`src/rtl/ras_pkg.sv`:
```
package ras_pkg;

    typedef enum logic [1:0] {
        CMD_IDLE = 2'd0,
        CMD_PUSH = 2'd1,
        CMD_RET  = 2'd2,
        CMD_POP  = 2'd3
    } ras_cmd_e;

    // error events raised by the pointer logic in one cycle
    typedef struct packed {
        logic ovf;
        logic unf;
    } ras_err_t;

    // flag clear mask layout: bit 2 error, bit 1 underflow, bit 0 overflow
    typedef struct packed {
        logic err;
        logic unf;
        logic ovf;
    } ras_clr_t;

    // push beats return, return beats discard
    function automatic ras_cmd_e pick_cmd(input logic push, input logic ret, input logic pop);
        if (push) return CMD_PUSH;
        if (ret)  return CMD_RET;
        if (pop)  return CMD_POP;
        return CMD_IDLE;
    endfunction

endpackage

```
`src/rtl/ras_ptr.sv`:
```
module ras_ptr
    import ras_pkg::*;
#(
    parameter int DEPTH = 16,
    parameter int PW    = 5
) (
    input  logic          clk_i,
    input  logic          por_i,
    input  logic          srst_i,
    input  ras_cmd_e      cmd_i,
    output logic [PW-1:0] ptr_o,
    output logic          wr_en_o,
    output logic [PW-1:0] wr_idx_o,
    output ras_err_t      ev_o
);
    localparam logic [PW-1:0] TOP = PW'(DEPTH);

    logic [PW-1:0] ptr_q, ptr_d;
    logic          empty, at_top;

    always_comb begin
        empty    = (ptr_q == '0);
        at_top   = (ptr_q == TOP);
        ptr_d    = ptr_q;
        wr_en_o  = 1'b0;
        wr_idx_o = ptr_q;
        ev_o     = '0;
        case (cmd_i)
            CMD_PUSH: begin
                wr_en_o = 1'b1;
                if (at_top) begin
                    ev_o.ovf = 1'b1;           // top layer is overwritten in place
                end else begin
                    ptr_d    = ptr_q + 1'b1;
                    wr_idx_o = ptr_q + 1'b1;
                end
            end
            CMD_RET: begin
                if (empty) ev_o.unf = 1'b1;
                else       ptr_d    = ptr_q - 1'b1;
            end
            CMD_POP: begin
                if (!empty) ptr_d = ptr_q - 1'b1;
            end
            default: ;
        endcase
        if (srst_i) begin
            wr_en_o = 1'b0;
            ev_o    = '0;
        end
    end

    always_ff @(posedge clk_i) begin
        if (por_i || srst_i) ptr_q <= '0;
        else                 ptr_q <= ptr_d;
    end

    assign ptr_o = ptr_q;

endmodule

```
`src/rtl/ras_store.sv`:
```
module ras_store #(
    parameter int AW    = 14,
    parameter int DEPTH = 16,
    parameter int PW    = 5
) (
    input  logic          clk_i,
    input  logic          por_i,
    input  logic          wr_en_i,
    input  logic [PW-1:0] wr_idx_i,
    input  logic [AW-1:0] wr_data_i,
    input  logic [PW-1:0] rd_idx_i,
    output logic [AW-1:0] rd_data_o
);
    // layer n is held at index n, so the pointer addresses it directly
    logic [AW-1:0] layers [1:DEPTH];

    for (genvar g = 1; g <= DEPTH; g++) begin : g_layer
        logic [AW-1:0] q;
        always_ff @(posedge clk_i) begin
            if (por_i)                                    q <= '0;
            else if (wr_en_i && (wr_idx_i == PW'(g)))     q <= wr_data_i;
        end
        assign layers[g] = q;
    end

    // index 0 selects nothing and reads as zero
    always_comb begin
        rd_data_o = '0;
        for (int i = 1; i <= DEPTH; i++) begin
            if (rd_idx_i == PW'(i)) rd_data_o = layers[i];
        end
    end

endmodule

```
`src/rtl/ras_flags.sv`:
```
module ras_flags
    import ras_pkg::*;
#(
    parameter bit ERR_RESET = 1'b1
) (
    input  logic     clk_i,
    input  logic     por_i,
    input  logic     srst_i,
    input  ras_err_t ev_i,
    input  logic     clr_en_i,
    input  ras_clr_t clr_mask_i,
    output logic     ovf_o,
    output logic     unf_o,
    output logic     err_o,
    output logic     rst_req_o
);
    logic     any_ev, raise;
    ras_clr_t clr;

    assign any_ev = ev_i.ovf | ev_i.unf;
    assign raise  = ERR_RESET && any_ev;
    assign clr    = clr_en_i ? clr_mask_i : '0;

    always_ff @(posedge clk_i) begin
        if (por_i) begin
            ovf_o     <= 1'b0;
            unf_o     <= 1'b0;
            err_o     <= 1'b0;
            rst_req_o <= 1'b0;
        end else if (srst_i) begin
            // error flag survives the reset it caused
            ovf_o     <= 1'b0;
            unf_o     <= 1'b0;
            rst_req_o <= 1'b0;
        end else begin
            ovf_o     <= ev_i.ovf | (ovf_o & ~clr.ovf);
            unf_o     <= ev_i.unf | (unf_o & ~clr.unf);
            err_o     <= raise    | (err_o & ~clr.err);
            rst_req_o <= raise;
        end
    end

endmodule

```
`src/rtl/ret_addr_stack.sv`:
```
module ret_addr_stack
    import ras_pkg::*;
#(
    parameter int  AW        = 14,
    parameter int  DEPTH     = 16,
    parameter bit  ERR_RESET = 1'b1,
    localparam int PW        = $clog2(DEPTH + 1)
) (
    input  logic          clk_i,
    input  logic          por_i,
    input  logic          srst_i,
    input  logic          push_i,
    input  logic          ret_i,
    input  logic          pop_i,
    input  logic [AW-1:0] pc_i,
    input  logic          clr_en_i,
    input  logic [2:0]    clr_mask_i,
    output logic [AW-1:0] tos_o,
    output logic [PW-1:0] ptr_o,
    output logic          full_o,
    output logic          ovf_o,
    output logic          unf_o,
    output logic          err_o,
    output logic          redirect_o,
    output logic [AW-1:0] redirect_pc_o,
    output logic          rst_req_o
);
    ras_cmd_e      cmd;
    ras_err_t      ev;
    logic          wr_en;
    logic [PW-1:0] wr_idx;
    logic [PW-1:0] ptr;
    logic [AW-1:0] top_entry;

    assign cmd = pick_cmd(push_i, ret_i, pop_i);

    ras_ptr #(.DEPTH(DEPTH), .PW(PW)) u_ptr (
        .clk_i    (clk_i),
        .por_i    (por_i),
        .srst_i   (srst_i),
        .cmd_i    (cmd),
        .ptr_o    (ptr),
        .wr_en_o  (wr_en),
        .wr_idx_o (wr_idx),
        .ev_o     (ev)
    );

    ras_store #(.AW(AW), .DEPTH(DEPTH), .PW(PW)) u_store (
        .clk_i     (clk_i),
        .por_i     (por_i),
        .wr_en_i   (wr_en),
        .wr_idx_i  (wr_idx),
        .wr_data_i (pc_i),
        .rd_idx_i  (ptr),
        .rd_data_o (top_entry)
    );

    ras_flags #(.ERR_RESET(ERR_RESET)) u_flags (
        .clk_i      (clk_i),
        .por_i      (por_i),
        .srst_i     (srst_i),
        .ev_i       (ev),
        .clr_en_i   (clr_en_i),
        .clr_mask_i (ras_clr_t'(clr_mask_i)),
        .ovf_o      (ovf_o),
        .unf_o      (unf_o),
        .err_o      (err_o),
        .rst_req_o  (rst_req_o)
    );

    assign tos_o         = top_entry;
    assign ptr_o         = ptr;
    assign full_o        = (ptr == PW'(DEPTH));
    // the top entry is read out before the pointer moves; empty reads 0
    assign redirect_o    = (cmd == CMD_RET) && !srst_i && !por_i;
    assign redirect_pc_o = top_entry;

endmodule

```
`config.mk`:
```
export PLATFORM = sky130hd
export DESIGN_NAME = ret_addr_stack
export DESIGN_NICKNAME = d
export VERILOG_FILES = /design/src/rtl/ras_pkg.sv /design/src/rtl/ras_ptr.sv /design/src/rtl/ras_store.sv /design/src/rtl/ras_flags.sv /design/src/rtl/ret_addr_stack.sv
export SDC_FILE = /design/constraint.sdc
export NUM_CORES = 1
export LEC_CHECK = 0
export BUFFER_PORTS_ARGS = -buffer_cell sky130_fd_sc_hd__buf_4
export CORE_ASPECT_RATIO = 1.1
export CORE_MARGIN = 5
export CORE_UTILIZATION = 45
export DETAILED_ROUTE_END_ITERATION = 10
export GPL_TIMING_DRIVEN = 0
export PLACE_DENSITY = 0.68
export SLEW_MARGIN = 20
export SYNTH_ARGS = -nofsm -noshare
export SYNTH_HDL_FRONTEND = slang
export SYNTH_SLANG_ARGS = --single-unit
```
`constraint.sdc`:
```
create_clock -name clk_i -period 2.6 [get_ports clk_i]
set_input_delay 0.26 -clock clk_i [delete_from_list [all_inputs] [get_ports clk_i]]
set_output_delay 0.26 -clock clk_i [all_outputs]
set_load 0.02 [all_outputs]
```
# Word-level counts from Yosys, hierarchy flattened
# Index checks and enable logic that the tools add are counted.
# Widths: inputs -> output; s select.
[word_totals]
register_bits = 233
in_bits = 24
output_inout_bits = 39
elab_cells = 135
[op_classes]
addsub = 2
n_eq_ne = 36
n_mux = 40
n_bitwise = 10
reduce_logical = 26
[op_table]
columns = ["op", "n"]
rows = [
  ["$mux 14", 16],
  ["$eq 5x4->1 const B", 16],
  ["$eq 5x3->1 const B", 8],
  ["$eq 5x2->1 const B", 4],
  ["$logic_and 1x1->1", 18],
  ["$mux 5", 3],
  ["$mux 2", 7],
  ["$mux 1", 12],
  ["$eq 5x1->1 const B", 2],
  ["$eq 5x5->1 const B", 2],
  ["$pmux 5 s2", 1],
  ["$add 5x1->5 const B", 1],
  ["$logic_not 5->1", 1],
  ["$sub 5x1->5 const B", 1],
  ["$eq 2x2->1 const B", 2],
  ["$or 1x1->1", 4],
  ["$reduce_or 2->1", 2],
  ["$and 1x1->1", 3],
  ["$mux 3", 1],
  ["$not 1->1", 3],
  ["$eq 2x1->1 const B", 1],
  ["$logic_not 1->1", 2],
  ["$ne 2x2->1 const B", 1],
  ["$reduce_and 2->1", 1],
  ["other kinds (2)", 2],
]

# Longest topological paths before layout
[depth]
ltp_word = 17
depth_mapped = 13
depth_no_buf = 8

# Hierarchy
# A second synthesis with hierarchy kept.
[unflattened]
hier_cells = 1308
area_unflattened_um2 = 11075.6
[by_module_without_submodules]
columns = ["mod", "n_inst", "cells_per_inst", "area_each_um2", "seq_area_each_um2"]
rows = [
  ["ras_store", 1, 1212, 10319.9, 4484.3],
  ["ras_ptr", 1, 61, 460.4, 100.1],
  ["ret_addr_stack", 1, 21, 148.9, 0.0],
  ["ras_flags", 1, 14, 146.4, 80.1],
]

# Least setup slack after synthesis
# No wires, ideal clock.
[synth_timing]
kind = "reg2out"
from = "register u_ptr.ptr_q[0], in the netlist u_ptr.ptr_o[0]"
to = "output port tos_o[11]"
t_arrival_ns = 2.970
required_time_ns = 2.340
setup_slack_ns = -0.630
path_stages_with_launch = 13
path_buffers = 6
cell_sequence = "dfxtp_1 -> buf_2 -> inv_2 -> ha_1 -> clkbuf_1 -> buf_2 -> clkbuf_1 -> buf_1 -> o32ai_1 -> o211ai_1 -> o21ai_0 -> a31oi_1 -> buf_4"
[synth_between]
elab_chain_len = 17
elab_cells_between_ends = 32
classes_between = "16 x eq/ne; 16 x mux"
[synth_lines]
columns = ["element", "line_no", "rtl"]
rows = [
  ["start, declared", "ras_ptr.sv:18", "logic [PW-1:0] ptr_q, ptr_d;"],
  ["start signal, assigned", "ras_ptr.sv:55", "else ptr_q <= ptr_d;"],
  ["$eq 5x1->1", "ras_store.sv:30", "if (rd_idx_i == PW'(i)) rd_data_o = layers[i];"],
  ["$mux 14 (15 in series)", "ras_store.sv:30", ""],
  ["$mux 14 (*)", "ras_store.sv:30", ""],
  ["end, declared", "ret_addr_stack.sv:18", "output logic [AW-1:0] tos_o,"],
]
# Mark *: on every way between the ends. The rest lies on a longest branch, timed or not.

# Worst setup path after layout
[layout_timing]
from = "register u_ptr.ptr_q[1], in the netlist u_ptr.ptr_o[1]"
to = "output port tos_o[12]"
# The elaborated chain is that of the path after synthesis.

==> summary.md <==
| Metric | Value |
|---|---|
| Count leader, synth | nor2_1 |
| Yosys warning count | 0 |
| Largest net degree at the start of global routing | 14 |
| Internal | 0.006105 W |
| DRC viols | 0 |
| Tot Pwr | 0.008420 W |
| Crit-path max FO | 8 |
| Critical path arrival | between 3 and 4 ns |
| WP data required | 2.34 ns |
| 1st-iter DRT viols | roughly 1400 |
| Top-area cell type share of the netlist area | slightly below 40% |
| Max Root-Sink Buffers | 3 |
| WHS Path Cells | 4 |
| Layout area overhead | 40.47% |
| Clock latency on the worst-skew pair | between 0.5 and 0.6 ns |
| Max Freq | 0.3039 GHz |
| Initial Utilization | 45.78% |
| Global-route usage over all layers | ~29% |
| Root Driver | clkbuf_16 |
| Drt first pass iters | 5 |
| Post-synth ARST share | 0% |
| FF-to-FF Start | u_ptr.ptr_o[0] |
| Post-synth top area cell | dfxtp_1 |
| Top FF cell, synth | dfxtp_1 |
| Switching power | approximately 0.0023 W |
| Ranking of synthesized cells by area | dfxtp_1, mux2i_1, nor2_1 |
| Area of the die | between 0.03 and 0.04 mm^2 |
| Fin nets | around 1500 |
| Worst path bufs/invs | 6 |
| Hold Vio Cnt, Final | 0 |
| EDFF count, synth | 0 |
| Synthesized cell area | around 0.012 mm^2 |
| Buffers on Ports | 60 |
| Reg clk slew, reported paths | approximately 0.060 ns |
| Slew at the pin with the worst max-slew slack | about 0.92 ns |
| Setup violators final | 29 |
| Vias in the first global route | 11063 |
| Finished Layout Cells | around 1900 |
| Antenna diode count | 0 |
| Post-synth cell types | 87 |
| Via Count | 11593 |
| CTS tree | done |
| Power per cell area | ~500 mW/mm^2 |
| H-tree lvl count | 1 |
| IO Pins | 63 |
| Worst slew margin | approximately two fifths |
| Max stage delay on crit path | 0.39 ns |
| DRT antenna net count | 0 |
| Crit-path leading delay family | buffers and inverters |
| Final Core Density | roughly 64% |
| CP max stage cell | or3b_4 |
| Clk pwr share | approximately two fifths |
| Syn_nets | approximately 1300 |
| Startpoint Class | flip-flop |
| Worst VDD drop | about 0.39 mV |
| Die Ht | 181.3 um |
| Design Area, Final | between 0.015 and 0.02 mm^2 |
| Fill cells | ~2000 |
| Seq cells post-synth | between 200 and 250 |
| Levels on crit path | 12 |
| Pins over their slew limit | 0 |
| Seq pwr share | approximately 43% |
| Placed cells | roughly 1700 |
| Leakage | 6.856 nW |
| Reg-to-reg slack, setup | 0 ns |
| Total Wirelength | a little under 50 mm |
| Share of the yosys chip area belonging to registers | 38.86% |
| Via density | 6.193 |
| Num CTS Buffers | 25 |
| RSZ-0062 raised after global routing | yes |
| Die X | about 170 um |
| Hold-critical path endpoint | u_flags.err_o |
| Post-Syn Instances | about 1300 |
| Worst setup EP type | primary output |
| Initial antenna violation count | 0 |
| Gate power share | 16.9% |
| Failing checks | setup timing |
| Synthesized area per cell | 9.334 um^2 |
| Worst R2R Path Depth | 13 |
| Routability Congestion | roughly 1.0 |
| WS Path Type | flip-flop to primary output |
| Hold crit path type | input port to flip-flop |
| # rows | 62 |
| DP HPWL | 31.08 mm |
| Hold Crit Start | clr_mask_i[2] |
| Switch share | 27.50% |
| Max-cap viol count | 0 |
| Critical R2R Capture | u_store.g_layer[6].q[1] |
| Layout cells sized above 1 | between 30 and 40% |
| Routed WL per cell | between 20 and 30 um |
| Post-synth top cells | nor2_1, dfxtp_1, mux2i_1 |
| Most frequent CP cell | clkbuf_16 |
| Core area | about 0.026 mm^2 |
| Setup Skew | slightly below 0.01 ns |
| CP cell instances | buf_12, inv_8, ha_4, clkbuf_16, clkbuf_16, or3b_4, a21oi_2, a221oi_2, o211ai_1, a31oi_2, buf_4, buf_6 |
| First-pass GRT wire length | around 68 mm |
| Final Critical Period | between 3 and 4 ns |
| Fin crit share | 126.6% |
| Setup ws final | -0.6909 ns |
| Grt ovf | 0 |
| CTS Sinks | between 200 and 250 |
| Placed Area | approximately 0.013 mm^2 |
| Status | complete, but fails checks |
-- kinds of logic (layout without fill, tap and decap cells) --
family                     count (synthesis)  in the layout  synth area share [%]
and+or+nand+nor                          428            428                 17.80
AOI/OAI and AO/OA                        252            252                 17.49
DFF                                      233            233                 38.86
muxes                                    224            224                 18.68
buffers and inverters                    139            373                 5.941
adders and majority gates                  6              6                0.6254
xor gates and xnor gates                   4              4                0.6046
-- sequential cells by signal, summed over array words and instances, names as in the netlist --
signal / count
u_flags.err_o: 1
u_flags.ovf_o: 1
u_flags.rst_req_o: 1
u_flags.unf_o: 1
u_ptr.ptr_o: 5
u_store.g_layer.q: 224
-- final cells by class --
cell class,instances,area [um^2],area share (%)
flip-flops and latches,233,4681,27.76
plain buffers,125,1321,7.836
well taps,352,440.4,2.612
clock buffers,36,716.9,4.252
clock inverters,6,37.54,0.2226
inverters,9,73.82,0.4378
repair buffers,197,1923,11.40
multi-input cells,914,7669,45.48
-- power groups by stage --
stage	Clock [W]	Combinational [W]	Sequential [W]
floorplan	0	0.000586	0.00369
global placement	0	0.000957	0.00369
detailed placement	0	0.000963	0.00369
CTS	0.00338	0.00126	0.00361
global route	0.00354	0.00146	0.00361
finish	0.00338	0.00143	0.00361
-- cells in the final DEF, fill, tap and decap left out, types with 5 or more instances in the layout --
master and instances:
o21ai_1 7, o211ai_1 14, mux2i_1 220, clkbuf_16 41, a2111oi_4 8, clkbuf_2 6
buf_2 16, buf_12 25, a211o_1 6, a31oi_4 8, clkbuf_1 33, clkbuf_4 5
o21ai_2 6, ha_4 5, buf_8 10, o21ai_0 22, nor2_1 243, clkbuf_8 17
nand2_2 5, o22ai_1 14, nand3_1 14, dfxtp_1 228, nand3b_1 20, nand2_1 45
or3b_4 6, o32ai_1 10, a21oi_1 21, a21o_1 13, nand2b_1 13, and3b_1 6
o2111ai_4 11, buf_4 143, a21oi_2 11, a221oi_2 7, buf_6 59, a22oi_1 13
-- routing by layer --
layer	part of all wire [%]	GRT usage (%)
met5	0	0
met4	7.1	15.71
met3	9.5	5.137
met2	45	46.39
met1	39	36.68
-- tightest hold or removal path: stages --
cell	delay (ns)
buf_4	0.11
nand2_1	0.05
o21ai_0	0.07
o21ai_0	0.06
-- worst max-delay path by stage --
stage              startpoint        end  slack (ns)
6_report       u_ptr.ptr_o[1]  tos_o[12]       -0.69
5_1_grt        u_ptr.ptr_o[1]  tos_o[12]       -0.73
4_1_cts        u_ptr.ptr_o[0]  tos_o[12]       -0.63
3_5_place_dp   u_ptr.ptr_o[0]   tos_o[4]       -1.27
3_3_place_gp   u_ptr.ptr_o[0]   tos_o[4]       -1.23
2_1_floorplan  u_ptr.ptr_o[0]  tos_o[13]      -0.003
-- metrics by stage --
step | setup slack [ns] | TNS [ns] | hold WS (ns)
after global placement | -1.229 | -108.75 | 0.4663
after CTS | -0.6318 | -14.75 | 0.04097
final | -0.6909 | -16.43 | 0.04977
after floorplan | -0.002891 | -0.004547 | 0.4012
after detailed placement | -1.271 | -112.69 | 0.4761
after global routing | -0.7286 | -21.38 | 0.05888
-- repair_timing --
action / 4_1_cts / 5_1_grt
gates cloned: 5 / 9
buffers inserted: 74 / 48
hold buffers: 1 / 0
hold endpoints to repair: 1 / 0
endpoints found under the setup margin: 259 / 227
gates resized for setup: 277 / 125
pin swaps: 88 / 58
No activity file was read; power rests on OpenSTA's default activity.
